## config.mk

```make
export PLATFORM = sky130hd
export DESIGN_NAME = qseq_top
export DESIGN_NICKNAME = d
export VERILOG_FILES = /design/src/rtl/qseq_pkg.sv /design/src/rtl/qseq_ctrl.sv /design/src/rtl/qseq_dpath.sv /design/src/rtl/qseq_top.sv
export SDC_FILE = /design/constraint.sdc
export NUM_CORES = 1
export LEC_CHECK = 0
export ABC_AREA = 1
export CORE_MARGIN = 2
export CORE_UTILIZATION = 52
export CTS_CLUSTER_DIAMETER = 200
export DETAILED_ROUTE_END_ITERATION = 8
export PLACE_DENSITY = 0.85
export SLEW_MARGIN = 20
export SYNTH_ARGS = -nofsm -noshare
export SYNTH_HDL_FRONTEND = slang
export SYNTH_SLANG_ARGS = --single-unit
```

## constraint.sdc

```tcl
create_clock -name clk -period 4.4 [get_ports clk]
set_input_delay 1.32 -clock clk [delete_from_list [all_inputs] [get_ports clk]]
set_output_delay 1.32 -clock clk [all_outputs]
set_load 0.05 [all_outputs]
```

## src/rtl/qseq_pkg.sv

```systemverilog
package qseq_pkg;

  localparam int PHASE_CNT = 4;

  typedef enum logic [1:0] {
    PH_Q1 = 2'd0,
    PH_Q2 = 2'd1,
    PH_Q3 = 2'd2,
    PH_Q4 = 2'd3
  } phase_e;

  // per-edge enables from control to datapath; each acts on the clock edge
  // that closes the current phase
  typedef struct packed {
    logic latchFetch;  // capture program word into fetch latch
    logic loadIr;      // move fetch latch into instruction register
    logic stepPc;      // pc <= pc + 1
    logic jumpPc;      // pc <= stored branch target
    logic grabTarget;  // store branch target
  } seqStrobes_t;

endpackage

```

## src/rtl/qseq_ctrl.sv

```systemverilog
module qseq_ctrl
  import qseq_pkg::*;
(
  input  logic        clk,
  input  logic        rst,
  input  logic        branchTaken,
  output logic [PHASE_CNT-1:0] phaseEn,
  output logic        clkOut,
  output logic        irValid,
  output logic        executing,
  output logic        dataRdStb,
  output logic        dataWrStb,
  output seqStrobes_t strobes
);

  phase_e phase;
  logic   firstCyc;    // first instruction cycle after reset: no pc step
  logic   fetchValid;  // fetch latch holds a word worth executing
  logic   irValidQ;
  logic   jumpPend;    // branch accepted, applied at next Q1
  logic   takeBr;

  assign takeBr = (phase == PH_Q4) && irValidQ && branchTaken;

  always_ff @(posedge clk) begin
    if (rst) begin
      phase      <= PH_Q1;
      firstCyc   <= 1'b1;
      fetchValid <= 1'b0;
      irValidQ   <= 1'b0;
      jumpPend   <= 1'b0;
    end else begin
      phase <= phase_e'(phase + 2'd1);
      case (phase)
        PH_Q1: begin
          irValidQ <= fetchValid;
          firstCyc <= 1'b0;
          jumpPend <= 1'b0;
        end
        PH_Q4: begin
          fetchValid <= !takeBr;
          jumpPend   <= takeBr;
        end
        default: ;
      endcase
    end
  end

  genvar gi;
  generate
    for (gi = 0; gi < PHASE_CNT; gi++) begin : g_phase
      assign phaseEn[gi] = (phase == phase_e'(gi));
    end
  endgenerate

  always_comb begin
    strobes.latchFetch = (phase == PH_Q4);
    strobes.loadIr     = (phase == PH_Q1);
    strobes.stepPc     = (phase == PH_Q1) && !firstCyc && !jumpPend;
    strobes.jumpPc     = (phase == PH_Q1) && jumpPend;
    strobes.grabTarget = takeBr;
  end

  assign clkOut    = (phase == PH_Q1) || (phase == PH_Q2);
  assign irValid   = irValidQ;
  assign executing = irValidQ && (phase != PH_Q1);
  assign dataRdStb = irValidQ && (phase == PH_Q2);
  assign dataWrStb = irValidQ && (phase == PH_Q4);

  AST_PHASE_ONEHOT: assert property (@(posedge clk) disable iff (rst)
    $countones(phaseEn) == 1);
  AST_PHASE_WRAP: assert property (@(posedge clk) disable iff (rst)
    phaseEn[3] |=> phaseEn[0]);
  AST_STROBE_SPLIT: assert property (@(posedge clk) disable iff (rst)
    !(dataRdStb && dataWrStb));
  AST_RD_BEFORE_WR: assert property (@(posedge clk) disable iff (rst)
    dataWrStb |-> $past(dataRdStb, 2));
  AST_BRANCH_BUBBLE: assert property (@(posedge clk) disable iff (rst)
    takeBr |=> ##1 !irValidQ);
  AST_CLKOUT_FALL: assert property (@(posedge clk) disable iff (rst)
    $fell(clkOut) |-> phaseEn[2]);

endmodule

```

## src/rtl/qseq_dpath.sv

```systemverilog
module qseq_dpath
  import qseq_pkg::*;
#(
  parameter int PC_W    = 11,
  parameter int INSTR_W = 14
) (
  input  logic               clk,
  input  logic               rst,
  input  seqStrobes_t        strobes,
  input  logic [PC_W-1:0]    branchTarget,
  input  logic [INSTR_W-1:0] progData,
  output logic [PC_W-1:0]    pc,
  output logic [INSTR_W-1:0] instrReg
);

  localparam logic [PC_W-1:0] PC_ONE = PC_W'(1);

  logic [INSTR_W-1:0] fetchLatch;
  logic [PC_W-1:0]    targetReg;

  always_ff @(posedge clk) begin
    if (rst) begin
      pc         <= '0;
      fetchLatch <= '0;
      instrReg   <= '0;
      targetReg  <= '0;
    end else begin
      if (strobes.grabTarget) targetReg  <= branchTarget;
      if (strobes.latchFetch) fetchLatch <= progData;
      if (strobes.loadIr)     instrReg   <= fetchLatch;
      if (strobes.jumpPc)      pc <= targetReg;
      else if (strobes.stepPc) pc <= pc + PC_ONE;
    end
  end

  AST_PC_HOLD: assert property (@(posedge clk) disable iff (rst)
    !(strobes.stepPc || strobes.jumpPc) |=> $stable(pc));
  AST_PC_STEP: assert property (@(posedge clk) disable iff (rst)
    strobes.stepPc |=> pc == $past(pc) + PC_ONE);
  AST_JUMP_LOAD: assert property (@(posedge clk) disable iff (rst)
    strobes.grabTarget |=> strobes.jumpPc);
  AST_STEP_JUMP_EXCL: assert property (@(posedge clk) disable iff (rst)
    !(strobes.stepPc && strobes.jumpPc));

endmodule

```

## src/rtl/qseq_top.sv

```systemverilog
module qseq_top
  import qseq_pkg::*;
#(
  parameter int PC_W    = 11,
  parameter int INSTR_W = 14
) (
  input  logic               clk,
  input  logic               rst,
  input  logic               branchTaken,
  input  logic [PC_W-1:0]    branchTarget,
  input  logic [INSTR_W-1:0] progData,
  output logic [PC_W-1:0]    progAddr,
  output logic [3:0]         phaseEn,
  output logic               clkOut,
  output logic [INSTR_W-1:0] instrReg,
  output logic               irValid,
  output logic               executing,
  output logic               dataRdStb,
  output logic               dataWrStb
);

  seqStrobes_t strobes;

  qseq_ctrl u_ctrl (
    .clk         (clk),
    .rst         (rst),
    .branchTaken (branchTaken),
    .phaseEn     (phaseEn),
    .clkOut      (clkOut),
    .irValid     (irValid),
    .executing   (executing),
    .dataRdStb   (dataRdStb),
    .dataWrStb   (dataWrStb),
    .strobes     (strobes)
  );

  qseq_dpath #(.PC_W(PC_W), .INSTR_W(INSTR_W)) u_dpath (
    .clk          (clk),
    .rst          (rst),
    .strobes      (strobes),
    .branchTarget (branchTarget),
    .progData     (progData),
    .pc           (progAddr),
    .instrReg     (instrReg)
  );

  AST_RESET_ADDR: assert property (@(posedge clk)
    $past(rst) |-> (progAddr == '0) && !irValid && phaseEn[0]);

endmodule

```

==> results.txt, run 1 <==
In the routed design, unresolved DRC markers number 0. Summing over every cut layer, the via total after detailed routing is 2125. In the final design database the tool counted 398 nets. For the number of global-route vias before repair, the log shows 1971. Summed over all failing endpoints, the final setup total negative slack is 0 ns. The tools report the post-synth design cell area as 2341 sq um. The tools report the root buffer cell as sky130_fd_sc_hd__clkbuf_8. Input and output buffers added on the ports amount to 61. The number of iterations in the first detailed-routing pass was 4; the number of enable-type register cells in the synthesized netlist was 0. The routed wire length per instance came out at 12.34 um. At the later pin of the worst-skew pair, clock insertion delay measures 0.31 ns.

After synthesis, the cell types taking the most area are sky130_fd_sc_hd__dfxtp_1, sky130_fd_sc_hd__nor2_1, sky130_fd_sc_hd__o21ai_0. The die height is 71.10 um, and the flip-flop and latch area is 1121 sq um. The delay of the slowest cell on the worst path is 0.80 ns. The routed via count divided by cell count was 5.084; the fraction of the yosys area taken by sequential cells was 47.89%. Setup violations remaining at the end of the flow were counted as 0.

The number of nets handed over by synthesis was 343. In this run the static leakage power is 1.210 nW. Critical path data required time: 3.08 ns. The logs give 2 for the buffer levels on the longest clock path and 0.9110 for the global placement routability congestion. The number of antenna diodes in the final layout is 0. The post-synthesis register bit count was 56; the initial antenna violation count was 0. Of all nets on the critical path, the largest fanout is 22. Among all stages on the critical path, the largest delay is contributed by sky130_fd_sc_hd__clkdlybuf4s50_1. Subtracting the final worst setup slack from the clock period gives 3.786 ns. For the final-report hold violation count, the log shows 0. The filler cells instantiated in the layout total 349. The reported max-cap violation count was 0; the number of buffers added by the clock tree synthesis step was 5.

TritonCTS built the clock tree. The count of yosys warnings during synthesis was 0; the number of cell rows was 24. After synthesis, the mean cell area works out to 7.552 sq um. In this run the remaining antenna-violating nets after routing total 0.

Hold repair after CTS inserted 0 buffers. Clock-pin slew was measured on the worst setup and hold paths at 0.09 ns. For this design the top-level I/O count stands at 62.

Walking the worst path, the cells encountered are inv_1 > ha_1 > or2_2 > clkdlybuf4s50_1. After legalization and detailed placement, the total HPWL measured 3698 um. The final critical path takes up 86.03% of the cycle.

The core region is 4354 sq um. The clock tree synthesis step divided the H-tree into 2 levels. Between clock sinks in the finished design, the worst skew comes to 0.006986 ns. Setup repair after global routing left no endpoint under its margin. The multi-input combinational cells in the finished layout cover a total of 1044 sq um. The final count of pins violating max slew came out at 0. Prevailing post-synth register cell: sky130_fd_sc_hd__dfxtp_1.

The synthesis-to-layout area growth was 29.77%. Sorting the synthesized cells by how often they occur yields sky130_fd_sc_hd__nor2_1, sky130_fd_sc_hd__dfxtp_1, sky130_fd_sc_hd__nand2_1, sky130_fd_sc_hd__o21ai_0, sky130_fd_sc_hd__inv_1. The async set or reset register ratio after synthesis came out at 0%.

VDD sags by at most 0.0002130 V. The synthesized design devotes to its leading area cell type 47.89% of total area. The sum of overflow across all layers after global routing is 0, and the area of the die is 5055 sq um. The areal power density over the cells is 369.5 nW/um^2, and the setup fix buffers added after clock tree synthesis is 0.

Yosys instantiated no cell more often than sky130_fd_sc_hd__nor2_1. In this run the worst hold path is classified as register to register. After clock tree synthesis, the repair step resized 0 gates. Dominant cell type by area after synthesis: sky130_fd_sc_hd__dfxtp_1. Global routing consumed, over all layers together, 21.68% of the routing resources. The floorplan step set the die width to 71.10 um. The first global-routing pass estimated 8763 um of wire. The tools report the first-iteration detailed-routing DRC count as 193. The kind of end point of the critical path was an output pin. Static timing analysis puts the maximum clock frequency at 264.2 MHz. The TritonCTS sink count is 56, and the count of distinct cell types in the synthesized netlist is 26. The routed design has 5158 um of wire. Once the floorplan was initialized, standard cells occupied 53.76% of the core. STA classifies the critical path startpoint as a register. STA puts the critical path data arrival time at 2.47 ns. Total power for the finished layout comes to 1.123 mW. The setup path with the least slack is of type register to output pin. The flow ran to the end, and the final reports show no timing, DRC or antenna violations. Maximum number of pins on one net before global-route repair: 42. The layout cell share with drive strength beyond 1 came out at 7.650%. The worst max-slew margin expressed relative to the limit is 38.55%, and the count of mapped cells out of synthesis is 310. At the pin with the least slew margin, the transition time is 0.9207 ns.
==> layer usage <==
layer,track usage [%],vias to the layer above,wire length [um]
met4,7.966,0,80
li1,-,1103,-
met1,28.93,961,2377
met2,33.75,53,2428
met5,0,-,0
met3,5.983,8,272
==> path summary, 6_finish.rpt <==
| kind | from | endpoint | slack (ns) | depth (start not counted) |
|---|---|---|---|---|
| setup / recovery | u_ctrl.phase[0] | clkOut | 0.61 | 4 |
| hold / removal | u_dpath.targetReg[2] | u_dpath.targetReg[2] | 0.47 | 2 |
| setup reg to reg | u_ctrl.phase[0] | u_dpath.pc[0] | 2.22 | 8 |
| hold reg to reg | u_dpath.targetReg[2] | u_dpath.targetReg[2] | 0.47 | 2 |
==> kinds of logic after synthesis <==
group / count (synthesis) / share of synthesized area (%)
AND/OR/NAND/NOR: 134 / 23.52
AO/OA/AOI/OAI: 75 / 18.39
buffers and inverters: 40 / 7.536
adder cells (fa/ha/maj): 5 / 2.672
flip-flops: 56 / 47.89
==> stage by stage <==
stage                     area (sq um)  hold WS [ns]  std cells  setup WS, ns  utilization, %
final                             3038        0.4729        418        0.6145           69.77
after global routing              3038        0.4873        418        0.4920           69.77
after CTS                         3038        0.4728        418        0.5926           69.77
after detailed placement          2952        0.4581        410        0.9615           67.79
after global placement            2952        0.4448        410         1.057           67.79
after floorplan                   2341        0.4293        310         1.300               -
==> power breakdown <==
group	internal (mW)	leakage [nW]	total [mW]	switching, mW
sequential	0.540	0.457	0.565	0.0255
clock	0.114	0.0456	0.279	0.165
combinational	0.101	0.708	0.278	0.178
==> worst max-delay path: cells and delay by family, from the launching register on <==
| family | cells | cell delay [ns] |
|---|---|---|
| fa+ha+maj | 1 | 0.67 |
| buf+inv | 2 | 0.90 |
| flops | 1 | 0.35 |
| simple gates | 1 | 0.23 |
==> state kept, by name (all words and copies together), names as in the netlist <==
name                cells
u_ctrl.firstCyc         1
u_dpath.pc             11
u_ctrl.fetchValid       1
u_dpath.instrReg       14
u_ctrl.phase            2
u_dpath.targetReg      11
u_dpath.fetchLatch     14
u_ctrl.irValid          1
u_ctrl.jumpPend         1
==> cells in the final DEF, fill, tap and decap left out <==
cell type                         Yosys  layout
sky130_fd_sc_hd__o211ai_1             1       1
sky130_fd_sc_hd__nand3_1              7       7
sky130_fd_sc_hd__o21ai_0             40      40
sky130_fd_sc_hd__nor2_4               2       2
sky130_fd_sc_hd__nor2_1              69      69
sky130_fd_sc_hd__inv_6                0       1
sky130_fd_sc_hd__clkdlybuf4s50_1      0      61
sky130_fd_sc_hd__or2_2                1       1
sky130_fd_sc_hd__ha_1                 5       5
sky130_fd_sc_hd__inv_2                2       2
sky130_fd_sc_hd__o22ai_1              4       4
sky130_fd_sc_hd__nor3_1               2       2
sky130_fd_sc_hd__a211oi_1             1       1
sky130_fd_sc_hd__clkbuf_8             0       5
sky130_fd_sc_hd__a21oi_1             19      19
sky130_fd_sc_hd__buf_4                1       2
sky130_fd_sc_hd__clkbuf_1             5       1
sky130_fd_sc_hd__dfxtp_1             56      56
sky130_fd_sc_hd__nand2_2              3       3
sky130_fd_sc_hd__clkinv_2             0       1
sky130_fd_sc_hd__inv_4                1       1
sky130_fd_sc_hd__inv_1               22      22
sky130_fd_sc_hd__nand2_1             47      47
sky130_fd_sc_hd__a21oi_2              8       8
sky130_fd_sc_hd__nand3b_1             3       3
sky130_fd_sc_hd__a211oi_2             2       2
==> final cells by class <==
cell class | count | area share, %
Sequential cell | 56 | 36.90
Timing Repair Buffer | 63 | 20.59
Tap cell | 52 | 2.142
Clock inverter | 2 | 0.4530
Inverter | 25 | 3.171
Clock buffer | 6 | 2.389
Multi-Input combinational cell | 214 | 34.35
Note: power is estimated with default switching activity, not from simulation.
==> inputs of run 2 (changes only) <==
--- a/config.mk
+++ b/config.mk
@@ -6,11 +6,13 @@
 export NUM_CORES = 1
 export LEC_CHECK = 0
 export ABC_AREA = 1
-export CORE_MARGIN = 2
-export CORE_UTILIZATION = 52
+export CORE_ASPECT_RATIO = 0.7
+export CORE_MARGIN = 3
+export CORE_UTILIZATION = 54
+export CTS_BUF_LIST = sky130_fd_sc_hd__clkbuf_8
 export CTS_CLUSTER_DIAMETER = 200
 export DETAILED_ROUTE_END_ITERATION = 8
-export PLACE_DENSITY = 0.85
+export PLACE_DENSITY = 0.88
 export SLEW_MARGIN = 20
 export SYNTH_ARGS = -nofsm -noshare
 export SYNTH_HDL_FRONTEND = slang
==> results.txt, run 2 (synthesized netlist as in run 1, its figures left out) <==
The flow ran to the end, and the final reports show no timing, DRC or antenna violations. The worst hold slack after final layout was 0.4681 ns (-0.004775 ns). The clock input transition at the sequential cells of the worst setup and hold paths is 0.11 ns (+0.02 ns), and the number of cell rows is 19 (-21%). For the clock latency reported for the late side of the worst-skew pair, the log shows 0.31 ns (about the same). The final count of pins violating max slew came out at 0 (unchanged). The die height is 61.09 um (-14%).

The tools report the critical path data required time as 3.08 ns (about the same). The multi-input combinational cell area is 1044 sq um (unchanged). The reported max-cap violation count is 0 (unchanged), and the number of buffers added by the clock tree synthesis step is 5 (unchanged). Clock tree synthesis selected as its root buffer the cell sky130_fd_sc_hd__clkbuf_8.

The routed wire length per instance is 13.30 um (+7.7%). The maximum clock rate is 279.9 MHz (+5.9%). Kind of end point of the critical path: an output pin. The TritonCTS sink count was 56 (unchanged). The startpoint identified for the worst register-to-register timing path is u_ctrl.phase[0]. The worst max-slew margin expressed relative to the limit was 36.67% (-1.9 points). TritonCTS built the clock tree. The slew at the pin with the worst max-slew slack is 0.9490 ns (+0.02824 ns), and the number of non-filler instances in the completed layout is 419 (+0.24%).

The run gives 0 (unchanged) as the sum of overflow across all layers after global routing. The final critical delay including setup and external delays was 3.573 ns (-0.2126 ns); the final-report hold violation count was 0 (unchanged). The routed via count divided by cell count works out to 5.153 (+1.4%). The tools report the total number of nets in the final design as 399 (+0.25%). The die span in x was 84.70 um (+19%). The capture instance of the worst register-to-register path was u_dpath.pc[1].

The setup slack after placement was 1.187 ns (+0.2250 ns); the antenna diode count was 0 (unchanged). The first-pass GRT wire length was 9128 um (+4.2%); the depth of the worst register-to-register path was 9 (+1). The number of buffers and inverters on the critical path was 3 (+1); the routed via count was 2159 (+1.6%). The tools report the total routing usage reported by global routing as 22.18% (+0.50 points). The largest registers in the layout are u_dpath.fetchLatch: 14 flops, u_dpath.instrReg: 14 flops. The top cell types in the final layout, fill and taps aside, are sky130_fd_sc_hd__nor2_1, sky130_fd_sc_hd__clkdlybuf4s50_1, sky130_fd_sc_hd__dfxtp_1, sky130_fd_sc_hd__nand2_1, sky130_fd_sc_hd__o21ai_0. The share of the core filled with cells came out at 76.63% (+6.9 points).

The setup fix buffers added after clock tree synthesis is 0 (unchanged). The slack of the worst reg-to-reg path came out at 2.35 ns (+0.13 ns). The leakage power figure came out at 1.238 nW (+2.3%).

For this design, the slowest cell found on the critical path is sky130_fd_sc_hd__clkdlybuf4s50_1. Flip-flop and latch area: 1121 sq um (unchanged). The tools report the number of global-route vias before repair as 2028 (+2.9%). The tools report the first-iteration detailed-routing DRC count as 177 (-8.3%). The remaining antenna violation count is 0 (unchanged). Worst min-delay path class: register to register.

STA classifies the critical path startpoint as a register. The buffer levels on the longest clock path is 2 (unchanged). The critical path in this run is classified as register to output pin.

The final worst slack is 0.8271 ns (+0.2126 ns). Relative to the synthesized area, the layout overhead comes to 32.28%. The tools report the hold buffer count at cts as 0 (unchanged). The ratio of final minimum period to clock period is 81.20% (-4.8 points), and the number of iterations in the first detailed-routing pass is 4 (unchanged). Leaving out fill and tap cells, the most frequent cell in the layout is sky130_fd_sc_hd__nor2_1. The delay of the slowest cell on the worst path works out to 0.70 ns (-0.10 ns). The final clock skew was 0.008422 ns (+0.001436 ns); the number of port buffers was 61 (unchanged). The run gives 0 (unchanged) as the count of instances resized after the clock tree is built. The largest fanout of any net on the critical path was 22 (unchanged).

The tools report the worst min-delay path startpoint as u_dpath.targetReg[6]. The maximum ir drop on the vdd rail came out at 0.0002914 V (+37%). For hold timing, the worst endpoint is u_dpath.targetReg[6].

Worst path arrival time: 2.25 ns (-0.22 ns). Number of remaining DRC errors: 0 (unchanged). Setup repair after global routing left no endpoint under its margin.

The layout cell share with drive strength beyond 1 was 8.174% (+0.52 points); the H-tree depth reported by CTS was 2 (unchanged). For the placeable core area, the log shows 4041 sq um (-7.2%). Traced cell by cell, the critical path runs through inv_1 > ha_1 > buf_4 > or2_2 > clkdlybuf4s50_1.

The total of fill cells in the finished design is 295 (-15%). Grouping stages by cell kind, the critical path spends the most delay in buffers and inverters. The areal power density over the cells is 404.3 nW/um^2 (+9.4%), and the area of the die is 5174 sq um (+2.4%).

The initial core utilization was 57.93% (+4.2 points); the total negative slack was 0 ns (unchanged). The logs give 3974 um (+7.4%) for the sum of net half-perimeters after detailed placement and 42 (unchanged) for the maximum number of pins on one net before global-route repair. The cell count of the worst hold path is 2 (unchanged).

The logs give 62 (unchanged) for the total I/O pin count and 0.8892 (-2.4%) for the global placement routability congestion. The initial antenna violation count was 0 (unchanged). The run gives 5571 um (+8.0%) as the total wire length. The run gives 0 (unchanged) as the number of setup violations in the final report. The number of placed instances with taps included is 411 (+0.24%).
run 2: layout make-up:
class                   instances  area share [%]
repair buffers                 64           20.44
clock inverters                 3           2.222
clock buffers                   5           2.222
inverters                      25           3.111
well taps                      52           2.101
flip-flops and latches         56           36.20
multi-input cells             214           33.70
run 2: stage by stage:
stage	power, mW	instance area (sq um)
floorplan	0.7640	2341
detailed placement	0.8576	2959
CTS	1.251	3097
global route	1.298	3097
finish	1.252	3097
global placement	0.8527	2959
run 2: report_power, final:
group | internal [mW] | switching [mW]
logic | 0.101 | 0.181
registers | 0.540 | 0.0265
clock network | 0.229 | 0.174
total | 0.870 | 0.382
run 2: routing by layer:
| metal | GRT usage (%) | up-vias | share of wire (%) |
|---|---|---|---|
| li1 | - | 1110 | - |
| met1 | 31.09 | 965 | 47 |
| met2 | 34.45 | 82 | 45 |
| met3 | 6.818 | 2 | 7.7 |
| met4 | 4.515 | 0 | 0.22 |
| met5 | 0 | - | 0 |
run 2: worst max path at each step:
stage                         start         to  slack, ns  depth (start not counted)
CTS                 u_ctrl.phase[0]     clkOut       0.84                          5
global route        u_ctrl.phase[0]  executing       0.76                          5
detailed placement  u_ctrl.phase[0]     clkOut       1.19                          5
global placement    u_ctrl.phase[0]     clkOut       1.28                          5
finish              u_ctrl.phase[0]     clkOut       0.83                          5
floorplan           u_ctrl.phase[0]  executing       1.30                          4
run 2: worst register-to-register path, cell delays in order (launching register included):
cell                      delay [ns]
sky130_fd_sc_hd__dfxtp_1        0.43
sky130_fd_sc_hd__inv_1          0.09
sky130_fd_sc_hd__ha_1           0.21
sky130_fd_sc_hd__buf_4          0.20
sky130_fd_sc_hd__nand2_2        0.24
sky130_fd_sc_hd__inv_4          0.10
sky130_fd_sc_hd__nor2_4         0.30
sky130_fd_sc_hd__inv_2          0.13
sky130_fd_sc_hd__o21ai_0        0.18
sky130_fd_sc_hd__a21oi_1        0.06
==> inputs of run 3 (changes only) <==
--- a/config.mk
+++ b/config.mk
@@ -8,11 +8,11 @@
 export ABC_AREA = 1
 export CORE_ASPECT_RATIO = 0.7
 export CORE_MARGIN = 3
-export CORE_UTILIZATION = 54
+export CORE_UTILIZATION = 50
 export CTS_BUF_LIST = sky130_fd_sc_hd__clkbuf_8
 export CTS_CLUSTER_DIAMETER = 200
 export DETAILED_ROUTE_END_ITERATION = 8
-export PLACE_DENSITY = 0.88
+export PLACE_DENSITY = 0.82
 export SLEW_MARGIN = 20
 export SYNTH_ARGS = -nofsm -noshare
 export SYNTH_HDL_FRONTEND = slang
==> constraint.sdc (replaced) <==
create_clock -name clk -period 3.5 [get_ports clk]
set_input_delay 1.05 -clock clk [delete_from_list [all_inputs] [get_ports clk]]
set_output_delay 1.05 -clock clk [all_outputs]
set_load 0.05 [all_outputs]
==> results.txt, run 3 (synthesized netlist as in run 1, its figures left out) <==
The total power is 1.479 mW (+18%). The final-report hold violation count is 0 (unchanged), and the worst path arrival time is 2.06 ns (-0.19 ns). The critical path ends at phaseEn[0].

The run gives 423 (+0.95%) as the number of non-filler instances in the completed layout. On the critical path the largest part of the delay comes from buffers and inverters. The most critical setup path has its startpoint at u_ctrl.phase[0]. The number of cells on the critical path is 4 (-1). The total number of nets in the final design was 400 (+0.25%).

The slack of the worst reg-to-reg path is 1.45 ns (-0.90 ns). The placeable core area is 4429 sq um (+9.6%), and the largest fanout of any net on the critical path is 19 (-14%). The tools report the antenna diode count as 0 (unchanged). The number of remaining DRC errors came out at 0 (unchanged). The startpoint identified for the worst register-to-register timing path is u_ctrl.phase[0].

The final clock skew is 0.006059 ns (-0.002364 ns). The ratio of final minimum period to clock period came out at 88.87%. The tools report the root buffer cell as sky130_fd_sc_hd__clkbuf_8. The clock input transition at the sequential cells of the worst setup and hold paths came out at 0.09 ns (-0.02 ns). The logs give 0 (unchanged) for the reported max-cap violation count and 53.34% (+17 points) for the worst max-slew margin expressed relative to the limit.

The die span in x came out at 87.79 um (+3.6%). The run gives 30 (-29%) as the maximum number of pins on one net before global-route repair. The logs give 415 (+0.97%) for the number of placed instances with taps included and 0.3897 ns (-0.4374 ns) for the final worst slack. The area growth from synthesis to layout is 31.48%. The run gives 0.8862 (-0.34%) as the global placement routability congestion. The initial core utilization was 52.85% (-5.1 points); the slew at the pin with the worst max-slew slack was 0.6991 ns (-0.2498 ns).

The tools report the number of iterations in the first detailed-routing pass as 4 (unchanged). Number of global-route vias before repair: 2234 (+10%). STA classifies the critical path startpoint as a register. Kind of end point of the critical path: an output pin. The sum of overflow across all layers after global routing is 0 (unchanged), and the routed wire length per instance is 13.52 um (+1.7%).

The hold buffer count at cts was 0 (unchanged). The logs give 2.45 ns (-0.63 ns) for the critical path data required time and 0.4724 ns (+0.004286 ns) for the worst hold slack after final layout. The maximum ir drop on the vdd rail is 0.0003364 V (+15%), and the number of buffers and inverters on the critical path is 3 (unchanged). The logs give 4103 um (+3.3%) for the sum of net half-perimeters after detailed placement and 0 ns (unchanged) for the total negative slack.

Leakage power figure: 1.234 nW (-0.37%). The worst register-to-register path ends at u_dpath.pc[4]. The tools report the setup slack after placement as 0.7315 ns (-0.4551 ns).

The TritonCTS sink count is 56 (unchanged). The cell with the largest stage delay on the worst path is sky130_fd_sc_hd__clkdlybuf4s50_1. The count of instances resized after the clock tree is built was 0 (unchanged). Setup repair after global routing left no endpoint under its margin. In the layout the commonest cells are sky130_fd_sc_hd__nor2_1, sky130_fd_sc_hd__clkdlybuf4s50_1, sky130_fd_sc_hd__dfxtp_1, sky130_fd_sc_hd__nand2_1, sky130_fd_sc_hd__o21ai_0. The tools report the number of buffers added by the clock tree synthesis step as 5 (unchanged). The number of port buffers works out to 61 (unchanged).

The tools report the total I/O pin count as 62 (unchanged). Derived from the worst setup path, the maximum achievable clock frequency is 321.5 MHz. The delay of the slowest cell on the worst path works out to 0.84 ns (+0.14 ns). In the final layout, the registers with the most flip-flops are u_dpath.fetchLatch: 14 flops, u_dpath.instrReg: 14 flops. The worst min-delay path class was register to register. The tools report the area of the die as 5552 sq um (+7.3%).

The tools report the final count of pins violating max slew as 0 (unchanged). H-tree depth reported by CTS: 2 (unchanged). The routed via count divided by cell count works out to 5.151 (about the same). The setup fix buffers added after clock tree synthesis was 0 (unchanged).

The first-iteration detailed-routing DRC count came out at 122 (-31%). The areal power density over the cells came out at 480.4 nW/um^2 (+19%). The setup path with the least slack is of type register to output pin. The worst path in the final design needs a cycle of 3.110 ns, including I/O delays and setup.

The library cell used most frequently in the layout, excluding fill and tap cells, is sky130_fd_sc_hd__nor2_1. The logs give 20 (+1) for the number of cell rows and 372 (+26%) for the total of fill cells in the finished design. The total wire length is 5720 um (+2.7%). Traced cell by cell, the critical path runs through inv_1 > ha_1 > buf_4 > clkdlybuf4s50_1.

The run gives 0 (unchanged) as the initial antenna violation count. Clock latency reported for the late side of the worst-skew pair: 0.31 ns (about the same). For the routed via count, the log shows 2179 (+0.93%).

The depth of the worst register-to-register path works out to 8 (-1). The logs give 22.53% (+0.35 points) for the total routing usage reported by global routing and 0 (unchanged) for the remaining antenna violation count. TritonCTS built the clock tree.

The number of setup violations in the final report came out at 0 (unchanged). The layout cell share with drive strength beyond 1 was 8.152% (-0.022 points). The flow ran to the end, and the final reports show no timing, DRC or antenna violations.

The buffer levels on the longest clock path was 2 (unchanged). The first-pass GRT wire length was 9977 um (+9.3%); the die height was 63.25 um (+3.5%).
[run 3: cell count changes in the layout (fill, tap and decap cells not counted), sizes merged]
cell | previous run | this run
buf | 3 | 4
clkinv | 0 | 1
bufinv | 2 | 1
[run 3: per-stage QoR]
stage	util, %	instance area, sq um
floorplan	-	2341
global placement	67.06	2970
detailed placement	67.06	2970
CTS	69.49	3078
global route	69.49	3078
finish	69.49	3078
[run 3: per-layer routing]
layer / track usage (%) / up-vias / wire length (um)
met5: 0 / - / 0
met4: 5.556 / 0 / 60
met3: 5.752 / 9 / 377
met2: 34.59 / 76 / 2407
met1: 31.59 / 986 / 2875
li1: - / 1108 / -
[run 3: worst min-delay path by stage]
stage | startpoint | to | slack [ns] | cells after the start
5_1_grt | u_ctrl.phase[0] | u_ctrl.phase[0] | 0.50 | 1
4_1_cts | u_dpath.targetReg[2] | u_dpath.targetReg[2] | 0.47 | 2
2_1_floorplan | u_dpath.targetReg[2] | u_dpath.targetReg[2] | 0.43 | 2
6_report | u_dpath.targetReg[2] | u_dpath.targetReg[2] | 0.47 | 2
3_5_place_dp | u_dpath.targetReg[6] | u_dpath.targetReg[6] | 0.46 | 2
3_3_place_gp | u_dpath.targetReg[2] | u_dpath.targetReg[2] | 0.44 | 2
[run 3: worst register-to-register path, delay by kind of cell, from the launching register on]
kind	cells	cell delay, ns
and+or+nand+nor	2	0.37
AOI/OAI and AO/OA	1	0.27
DFF	1	0.39
adders and majority gates	1	0.24
buffers and inverters	4	0.69
[run 3: power by group]
| part | internal (mW) | switching [mW] |
|---|---|---|
| clock | 0.210 | 0.201 |
| combinational | 0.128 | 0.230 |
| sequential | 0.678 | 0.0317 |
[run 3: area by class of cell]
| class | count | area [sq um] | area share [%] |
|---|---|---|---|
| Inverter | 25 | 96.34 | 3.130 |
| Sequential cell | 56 | 1121 | 36.42 |
| Timing Repair Buffer | 65 | 640.6 | 20.81 |
| Clock buffer | 5 | 68.82 | 2.236 |
| Clock inverter | 3 | 38.79 | 1.260 |
| Tap cell | 55 | 68.82 | 2.236 |
| Multi-Input combinational cell | 214 | 1044 | 33.90 |
